--- config.mk ---
export PLATFORM = sky130hd
export DESIGN_NAME = dual_tx_stager
export DESIGN_NICKNAME = d
export VERILOG_FILES = /design/src/rtl/dts_pkg.sv /design/src/rtl/dts_lane.sv /design/src/rtl/dts_pump.sv /design/src/rtl/dual_tx_stager.sv
export SDC_FILE = /design/constraint.sdc
export NUM_CORES = 1
export LEC_CHECK = 0
export ABC_AREA = 0
export CORE_MARGIN = 2
export CORE_UTILIZATION = 40
export DETAILED_ROUTE_END_ITERATION = 8
export SYNTH_ARGS = -nofsm -noshare
export SYNTH_HDL_FRONTEND = slang
export SYNTH_SLANG_ARGS = --single-unit
export TNS_END_PERCENT = 5
--- constraint.sdc ---
create_clock -name clk -period 10.73 [get_ports clk]
set_input_delay 1.073 -clock clk [delete_from_list [all_inputs] [get_ports clk]]
set_output_delay 1.073 -clock clk [all_outputs]
set_load 0.03 [all_outputs]
--- src/rtl/dts_pkg.sv ---
package dts_pkg;
  localparam logic [3:0] A_CTRL  = 4'd0;
  localparam logic [3:0] A_CHSEL = 4'd1;
  localparam logic [3:0] A_DATA  = 4'd2;
  localparam logic [3:0] A_LEN0  = 4'd3;
  localparam logic [3:0] A_GO0   = 4'd5;
  localparam logic [3:0] A_IEN   = 4'd7;
  localparam logic [3:0] A_IST   = 4'd8;

  localparam int NCH = 2;
  localparam int NST = 4;
  localparam int ST_OVR   = 2;
  localparam int ST_SHORT = 3;

  // Clamp a requested length to the buffer capacity.
  function automatic logic [31:0] clamp_len(input logic [31:0] v, input logic [31:0] cap);
    return (v > cap) ? cap : v;
  endfunction

  // Bytes actually sendable: the smaller of wanted and held.
  function automatic logic [31:0] sendable(input logic [31:0] want, input logic [31:0] have);
    return (want > have) ? have : want;
  endfunction
endpackage

--- src/rtl/dts_lane.sv ---
module dts_lane #(
  parameter int DEPTH = 64,
  localparam int IW = $clog2(DEPTH),
  localparam int LW = $clog2(DEPTH + 1)
) (
  input  logic          clk,
  input  logic          rst_n,
  input  logic          flush,
  input  logic          push_en,
  input  logic [31:0]   push_word,
  input  logic          len_we,
  input  logic [31:0]   len_val,
  input  logic          go,
  input  logic          tx_en,
  input  logic [IW-1:0] rd_idx,
  output logic [7:0]    rd_byte,
  output logic          busy,
  output logic [LW-1:0] send_len,
  output logic [LW-1:0] len_q,
  output logic          ovr_evt,
  output logic          short_evt
);
  import dts_pkg::*;

  localparam logic [31:0] CAP = 32'(DEPTH);

  logic [7:0]    mem [DEPTH];
  logic [LW-1:0] fill_q;
  logic [LW-1:0] len_r;
  logic [LW-1:0] slen_q;
  logic          busy_q;

  logic [31:0] fill_w, free_w, len_clamped, take_w;
  logic        push_ok, go_ok;

  assign fill_w      = 32'(fill_q);
  assign free_w      = CAP - fill_w;
  assign len_clamped = clamp_len(len_val, CAP);
  assign take_w      = sendable(32'(len_r), fill_w);

  assign push_ok   = push_en && !busy_q && (free_w >= 32'd4);
  assign ovr_evt   = push_en && !busy_q && (free_w < 32'd4);
  assign go_ok     = go && tx_en && !busy_q;
  assign short_evt = go_ok && (32'(len_r) > fill_w);

  always_ff @(posedge clk) begin
    if (!rst_n || flush) begin
      fill_q <= '0;
      len_r  <= '0;
      slen_q <= '0;
      busy_q <= 1'b0;
    end else begin
      if (push_ok) fill_q <= fill_q + LW'(4);
      if (len_we && !busy_q) len_r <= len_clamped[LW-1:0];
      if (go_ok) begin
        busy_q <= 1'b1;
        slen_q <= take_w[LW-1:0];
      end
    end
  end

  always_ff @(posedge clk) begin
    if (push_ok && !flush) begin
      for (int k = 0; k < 4; k++) begin
        mem[fill_q[IW-1:0] + IW'(k)] <= push_word[8*k +: 8];
      end
    end
  end

  assign rd_byte  = mem[rd_idx];
  assign busy     = busy_q;
  assign send_len = slen_q;
  assign len_q    = len_r;
endmodule

--- src/rtl/dts_pump.sv ---
module dts_pump #(
  parameter int DEPTH = 64,
  localparam int IW = $clog2(DEPTH),
  localparam int LW = $clog2(DEPTH + 1)
) (
  input  logic          clk,
  input  logic          rst_n,
  input  logic          abort,
  input  logic [1:0]    busy,
  input  logic [LW-1:0] slen0,
  input  logic [LW-1:0] slen1,
  input  logic [7:0]    rd_byte,
  output logic [IW-1:0] rd_idx,
  input  logic          out_ready,
  output logic          out_valid,
  output logic [7:0]    out_data,
  output logic          out_last,
  output logic          out_chan,
  output logic          done,
  output logic          done_chan
);
  logic          active_q, chan_q;
  logic [LW-1:0] idx_q, rem_q;

  logic          pick_any, pick_ch;
  logic [LW-1:0] pick_len;
  logic          zero_done, last_take;

  // channel 0 has priority when both are waiting
  assign pick_any = |busy;
  assign pick_ch  = !busy[0];
  assign pick_len = pick_ch ? slen1 : slen0;

  assign zero_done = !active_q && pick_any && (pick_len == '0) && !abort;
  assign last_take = active_q && out_ready && (rem_q == LW'(1)) && !abort;
  assign done      = zero_done || last_take;
  assign done_chan = active_q ? chan_q : pick_ch;

  always_ff @(posedge clk) begin
    if (!rst_n || abort) begin
      active_q <= 1'b0;
      chan_q   <= 1'b0;
      idx_q    <= '0;
      rem_q    <= '0;
    end else if (!active_q) begin
      if (pick_any && (pick_len != '0)) begin
        active_q <= 1'b1;
        chan_q   <= pick_ch;
        idx_q    <= '0;
        rem_q    <= pick_len;
      end
    end else if (out_ready) begin
      idx_q <= idx_q + LW'(1);
      rem_q <= rem_q - LW'(1);
      if (rem_q == LW'(1)) active_q <= 1'b0;
    end
  end

  assign rd_idx    = idx_q[IW-1:0];
  assign out_valid = active_q;
  assign out_data  = rd_byte;
  assign out_last  = active_q && (rem_q == LW'(1));
  assign out_chan  = chan_q;
endmodule

--- src/rtl/dual_tx_stager.sv ---
module dual_tx_stager #(
  parameter int DEPTH = 64
) (
  input  logic        clk,
  input  logic        rst_n,
  input  logic        reg_we,
  input  logic [3:0]  reg_waddr,
  input  logic [31:0] reg_wdata,
  input  logic [3:0]  reg_raddr,
  output logic [31:0] reg_rdata,
  output logic        tx_valid,
  input  logic        tx_ready,
  output logic [7:0]  tx_data,
  output logic        tx_last,
  output logic        tx_chan,
  output logic        irq
);
  import dts_pkg::*;

  localparam int IW = $clog2(DEPTH);
  localparam int LW = $clog2(DEPTH + 1);

  logic           tx_en_q, chsel_q;
  logic [NST-1:0] ien_q, ist_q, ist_set, ist_clr;
  logic           gc_rst, data_we;
  logic [1:0]     busy_v, ovr_v, short_v;
  logic [LW-1:0]  slen_a [NCH];
  logic [LW-1:0]  len_a  [NCH];
  logic [7:0]     byte_a [NCH];
  logic [IW-1:0]  rd_idx;
  logic           done_evt, done_ch, cur_ch;

  assign gc_rst  = reg_we && (reg_waddr == A_CTRL) && reg_wdata[1];
  assign data_we = reg_we && (reg_waddr == A_DATA);

  for (genvar c = 0; c < NCH; c++) begin : g_lane
    localparam logic [3:0] LEN_A = A_LEN0 + 4'(c);
    localparam logic [3:0] GO_A  = A_GO0 + 4'(c);
    dts_lane #(.DEPTH(DEPTH)) u_lane (
      .clk       (clk),
      .rst_n     (rst_n),
      .flush     (gc_rst || (done_evt && (done_ch == 1'(c)))),
      .push_en   (data_we && (chsel_q == 1'(c))),
      .push_word (reg_wdata),
      .len_we    (reg_we && (reg_waddr == LEN_A)),
      .len_val   (reg_wdata),
      .go        (reg_we && (reg_waddr == GO_A) && reg_wdata[0]),
      .tx_en     (tx_en_q),
      .rd_idx    (rd_idx),
      .rd_byte   (byte_a[c]),
      .busy      (busy_v[c]),
      .send_len  (slen_a[c]),
      .len_q     (len_a[c]),
      .ovr_evt   (ovr_v[c]),
      .short_evt (short_v[c])
    );
  end

  dts_pump #(.DEPTH(DEPTH)) u_pump (
    .clk       (clk),
    .rst_n     (rst_n),
    .abort     (gc_rst),
    .busy      (busy_v),
    .slen0     (slen_a[0]),
    .slen1     (slen_a[1]),
    .rd_byte   (byte_a[cur_ch]),
    .rd_idx    (rd_idx),
    .out_ready (tx_ready),
    .out_valid (tx_valid),
    .out_data  (tx_data),
    .out_last  (tx_last),
    .out_chan  (cur_ch),
    .done      (done_evt),
    .done_chan (done_ch)
  );
  assign tx_chan = cur_ch;

  assign ist_set = {|short_v, |ovr_v, done_evt && done_ch, done_evt && !done_ch};
  assign ist_clr = (reg_we && (reg_waddr == A_IST)) ? reg_wdata[NST-1:0] : '0;

  always_ff @(posedge clk) begin
    if (!rst_n) begin
      tx_en_q <= 1'b0;
      chsel_q <= 1'b0;
      ien_q   <= '0;
      ist_q   <= '0;
    end else begin
      if (reg_we && (reg_waddr == A_CTRL))  tx_en_q <= reg_wdata[0];
      if (reg_we && (reg_waddr == A_CHSEL)) chsel_q <= (reg_wdata < 32'd2) ? reg_wdata[0] : 1'b0;
      if (reg_we && (reg_waddr == A_IEN))   ien_q <= reg_wdata[NST-1:0];
      ist_q <= (ist_q & ~ist_clr) | ist_set;
    end
  end

  assign irq = |(ist_q & ien_q);

  always_comb begin
    case (reg_raddr)
      A_CTRL:      reg_rdata = 32'(tx_en_q);
      A_CHSEL:     reg_rdata = 32'(chsel_q);
      A_LEN0:      reg_rdata = 32'(len_a[0]);
      A_LEN0 + 4'd1: reg_rdata = 32'(len_a[1]);
      A_IEN:       reg_rdata = 32'(ien_q);
      A_IST:       reg_rdata = 32'(ist_q);
      default:     reg_rdata = 32'd0;
    endcase
  end
endmodule

* Word level (Yosys, flattened, before mapping)
Memory sizes are Yosys's and may differ from the RTL's. A register that Yosys moved wholly into a read port is not among the register bits. Index checks and enable logic that the tools add are counted.
Storage, ports and cells: output and inout bits 44, word-level logic and storage cells 157, memory bits (writable) 1024, register bits after elaboration 70, bits of input ports 44, memories 2
Cells by class: bitwise operators 8, reduce and logical (&&, ||, !) cells 66, add/subtract/negate cells 12, multiplexer cells 29, equal/unequal tests 15, $lt $le $gt $ge 9
Memories:
- g_lane[0].u_lane.mem | words 64, width 8, rd ports 1, clocked after Yosys merged registers in 1, write ports 4, RTL line dts_lane.sv:27 | logic [7:0] mem [DEPTH];
- g_lane[1].u_lane.mem | words 64, width 8, rd ports 1, clocked after Yosys merged registers in 1, write ports 4, RTL line dts_lane.sv:27
Operator list (count):
- $mux W7 | 10
- $ge A32 B3 Y1 const B | 2
- $lt A32 B3 Y1 const B | 2
- $pmux W7 S6 | 1
- $logic_and A1 B1 Y1 | 41
- $gt A32 B7 Y1 const B | 1
- $lt A32 B2 Y1 const B | 1
- $add A6 B2 Y6 const B | 4
- $eq A4 B3 Y1 const B | 6
- $mux W6 | 4
- $mux W8 | 3
- $sub A7 B7 Y8 const A | 2
- $add A7 B3 Y7 const B | 2
- $gt A7 B7 Y1 | 2
- $add A6 B1 Y6 const B | 2
- $eq A4 B2 Y1 const B | 3
- $mux W1 | 10
- $and A4 B4 Y4 | 2
- $eq A4 B1 Y1 const B | 2
- $eq A4 B4 Y1 const B | 2
- $logic_not A1 Y1 | 8
- $logic_not A4 Y1 | 2
- $add A7 B1 Y7 const B | 1
- $eq A7 B1 Y1 const B | 1
- 15 further kinds | 25

* Longest topological paths before layout
depth after elaboration 12, depth in mapped cells 9, gate-level depth less buffers 8

* Modules after synthesis
From an unflattened synthesis, not the netlist that was laid out.
Second synthesis, totals: cell total of the unflattened synthesis 2316, area, all modules 43803.3 µm²
Modules (own cells, without submodules):
- dts_lane (g_lane[0].u_lane) | seq. area each 15775.1 µm², cells an instance 1035, instances 1, area each 20827.5 µm²
- dts_lane (g_lane[1].u_lane) | seq. area each 15775.1 µm², cells an instance 1000, instances 1, area each 20729.9 µm²
- dts_pump | seq. area each 300.3 µm², cells an instance 148, instances 1, area each 1179.9 µm²
- dual_tx_stager | seq. area each 200.2 µm², cells an instance 133, instances 1, area each 1066.0 µm²

* Least setup slack after synthesis
OpenSTA, ideal clock, no wires.
path kind input-to-reg, start point input port reg_waddr[2], end point memory g_lane[0].u_lane.mem[10][0] (enable), setup time 0.502 ns, buffers on the path 2, data arrival time 5.866 ns, cell stages on the path 6, setup slack 4.363 ns, data required time 10.228 ns, cell sequence or3b_2 or4_1 a31o_2 clkbuf_1 clkbuf_1 nor4_1
RTL lines:
- from (decl) | RTL line dual_tx_stager.sv:7 | input logic [3:0] reg_waddr,
- to (decl) | RTL line dts_lane.sv:27

==> impl_metrics.env <==
export IMPL_status="completed"
export IMPL_rrSetupSlack_ns=6.84
export IMPL_ys_ff_latch=1095
export IMPL_p_total_mw=8.51
export IMPL_antenna_cells=0
export IMPL_synthCells=1996
export IMPL_post_cts_buffers=0
export IMPL_rsz0062_at_grt="false"
export IMPL_final_common_cell="edfxtp_1"
export IMPL_dp_cells=3442
export IMPL_via_per_inst=5.70
export IMPL_r2r_start="g_lane[0].u_lane.busy"
export IMPL_finalMaxSlewViolations=0
export IMPL_grt_pass1_vias=21900
export IMPL_hold_path_class="register to register"
export IMPL_layout_common_cells="1024 x edfxtp_1, 336 x mux4_2, 112 x clkbuf_16"
export IMPL_dp_slack_ns=5.02
export IMPL_path_class="register to output port"
export IMPL_cts_made_buffers=110
export IMPL_postSynthAreaPerCell_um2=21.6
export IMPL_slew_headroom_pct=10.3
export IMPL_r2r_end="g_lane[1].u_lane.mem[20][7]"
export IMPL_worstPathRequired_ns=9.66
export IMPL_cp_endpoint="tx_data[0]"
export IMPL_timing_hold_ws_ns=0.472
export IMPL_regArea_um2=32200
export IMPL_clk_latency_ns=0.68
export IMPL_wire_per_inst_um=26.6
export IMPL_antenna_found_initial=3
export IMPL_grt_max_degree=97
export IMPL_portBuffers=62
export IMPL_async_flop_share_pct=0
export IMPL_min_period_over_period_pct=59.4
export IMPL_maxCapViolations=0
export IMPL_ctsHoldBuffers=0
export IMPL_num_rows=120
export IMPL_drc=0
export IMPL_place_gp_congestion=0.836
export IMPL_ir_drop_v=0.000145
export IMPL_fin_worst_skew_ns=0.0258
export IMPL_p_leak_nw=14.7
export IMPL_hold_viol=0
export IMPL_die_x_um=332
export IMPL_clockBufferDepth=3
export IMPL_cts_htree_levels=3
export IMPL_finalNetCount=2214
export IMPL_syn_to_final_growth_pct=14.5
export IMPL_fp_dieH_um=332
export IMPL_fillCellCount=8861
export IMPL_worstPathArrival_ns=5.30
export IMPL_num_vias=20800
export IMPL_cts_resized=0
export IMPL_grt_first_pass_wirelength_um=143000
export IMPL_die_area_um2=110000
export IMPL_ys_seq_area_share_pct=74.8
export IMPL_period_needed_ns=6.38
export IMPL_cts_tree="built"
export IMPL_critPathLaunchType="register"
export IMPL_fin_cells=3645
export IMPL_drtPass1Iterations=5
export IMPL_dpl_hpwl_um=53200
export IMPL_drive_gt1_share_pct=27.9
export IMPL_core_um2=107000
export IMPL_antenna_left=0
export IMPL_synth_area_um2=43000
export IMPL_yosysWarnings=0
export IMPL_worst_pin_slew_ns=1.33
export IMPL_path_clk_slew_ns=0.06
export IMPL_start_util_pct=40.3
export IMPL_synth_ff_type="edfxtp_1"
export IMPL_grt_usage_pct=17.6
export IMPL_end_kind="output port"
export IMPL_path_max_fanout=55
export IMPL_grt_overflow_total=0
export IMPL_cts_sinks=1095
export IMPL_yosys_cell_types_count=57
export IMPL_fmax_ghz=0.157
export IMPL_finalSetupViolCount=0
export IMPL_io_pin_count=88
export IMPL_pwr_density_cell_nw_per_um2=173
export IMPL_clockRootBuffer="clkbuf_16"
export IMPL_multi_input_area_um2=10500
export IMPL_drt_iter0_drc=2460
export IMPL_fin_setup_tns_ns=0
export IMPL_wirelength_um=96800
export IMPL_r2r_cells=6
export IMPL_worst_slack_ns=4.35
export IMPL_synth_edf_count=1024
## synth_stat cells (3+ instances only)
cell type,number,area [um^2]
nand3_1,23,115
ha_1,19,238
o21a_1,4,30.0
mux2_2,11,124
clkbuf_1,47,176
and2_1,6,37.5
nand2_1,55,206
buf_4,30,225
a21oi_1,34,170
a32oi_1,8,70.1
xnor2_1,7,61.3
buf_2,21,105
nor2_1,64,240
nand4_1,8,50.1
o22ai_1,5,31.3
nor4_1,26,163
nor3_1,15,75.1
a21boi_0,4,30.0
a22oi_1,5,37.5
edfxtp_1,1024,30700
nor3b_1,3,22.5
buf_1,27,101
nand3b_1,3,22.5
or4_1,7,52.6
nand2b_1,13,81.3
or3_1,7,43.8
dfxtp_1,71,1420
mux4_2,336,7570
a211oi_1,13,97.6
inv_1,19,71.3
o21ai_0,19,95.1
nor2b_1,12,75.1
mux2i_1,20,200
## metrics by stage
| stage | area (um^2) | util [%] |
|---|---|---|
| 5_1_grt | 49300 | 46.1 |
| 3_3_place_gp | 45800 | 42.8 |
| 6_report | 49300 | 46.1 |
| 3_5_place_dp | 45800 | 42.8 |
| 4_1_cts | 49300 | 46.1 |
| 2_1_floorplan | 43100 | - |
## power breakdown
part	switching (mW)	internal [mW]	leakage, nW	total [mW]
combinational	0.107	0.0285	3.26	0.135
sequential	0.00102	4.66	9.78	4.67
clock	1.58	2.13	1.72	3.71
## worst min-delay path by stage
stage | startpoint | endpoint | slack (ns) | depth (start not counted)
6_report | g_lane[0].u_lane.send_len[1] | g_lane[0].u_lane.send_len[1] | 0.47 | 2
5_1_grt | g_lane[0].u_lane.send_len[1] | g_lane[0].u_lane.send_len[1] | 0.50 | 2
4_1_cts | g_lane[0].u_lane.send_len[1] | g_lane[0].u_lane.send_len[1] | 0.48 | 2
3_5_place_dp | g_lane[0].u_lane.send_len[1] | g_lane[0].u_lane.send_len[1] | 0.47 | 2
3_3_place_gp | g_lane[0].u_lane.send_len[1] | g_lane[0].u_lane.send_len[1] | 0.46 | 2
2_1_floorplan | g_lane[0].u_lane.send_len[1] | g_lane[0].u_lane.send_len[1] | 0.44 | 2
## sequential cells by signal (all words and copies together), names as in the netlist, named ones only
| signal | flops |
|---|---|
| u_pump.rem_q | 7 |
| u_pump.idx_q | 6 |
| u_pump.out_valid | 1 |
| ist_q | 4 |
| tx_en_q | 1 |
| g_lane.u_lane.fill_q | 10 |
| g_lane.u_lane.send_len | 14 |
| ien_q | 4 |
| g_lane.u_lane.mem | 1024 |
| chsel_q | 1 |
| u_pump.out_chan | 1 |
| g_lane.u_lane.len_q | 14 |
| g_lane.u_lane.busy | 2 |
## area by class of cell
class / instances / share of cell area, %
flip-flops and latches: 1095 / 65.3
multi-input cells: 779 / 21.2
clock buffers: 132 / 5.84
clock inverters: 71 / 1.28
inverters: 20 / 0.152
repair buffers: 145 / 2.58
well taps: 1403 / 3.56
## layer usage
| layer | global-route usage (%) | share of wire [%] | vias up | wire, um |
|---|---|---|---|---|
| met1 | 25.3 | 43 | 11200 | 41600 |
| met3 | 2.95 | 7.1 | 134 | 6850 |
| met4 | 5.06 | 2.4 | 0 | 2280 |
| li1 | - | - | 8678 | - |
| met5 | 0 | 0 | - | 0 |
| met2 | 27.8 | 48 | 757 | 46100 |
## critical path: stages, from the launching register on
cell and delay (ns):
dfxtp_4 0.71, buf_4 0.63, buf_4 0.77, mux4_2 0.41, mux4_2 0.49, mux4_2 0.52, mux2_2 0.37, clkdlybuf4s50_1 0.65
## cells by family after synthesis
kind of cell	after synthesis	synth area share [%]
flip-flops	1095	74.8
multiplexers	367	18.3
AND/OR/NAND/NOR	249	2.88
buffers and inverters	146	1.61
AO/OA/AOI/OAI	112	1.71
adder cells (fa/ha/maj)	19	0.552
XOR/XNOR	7	0.142
other	1	0.00871
Note: power is estimated with default switching activity, not from simulation.
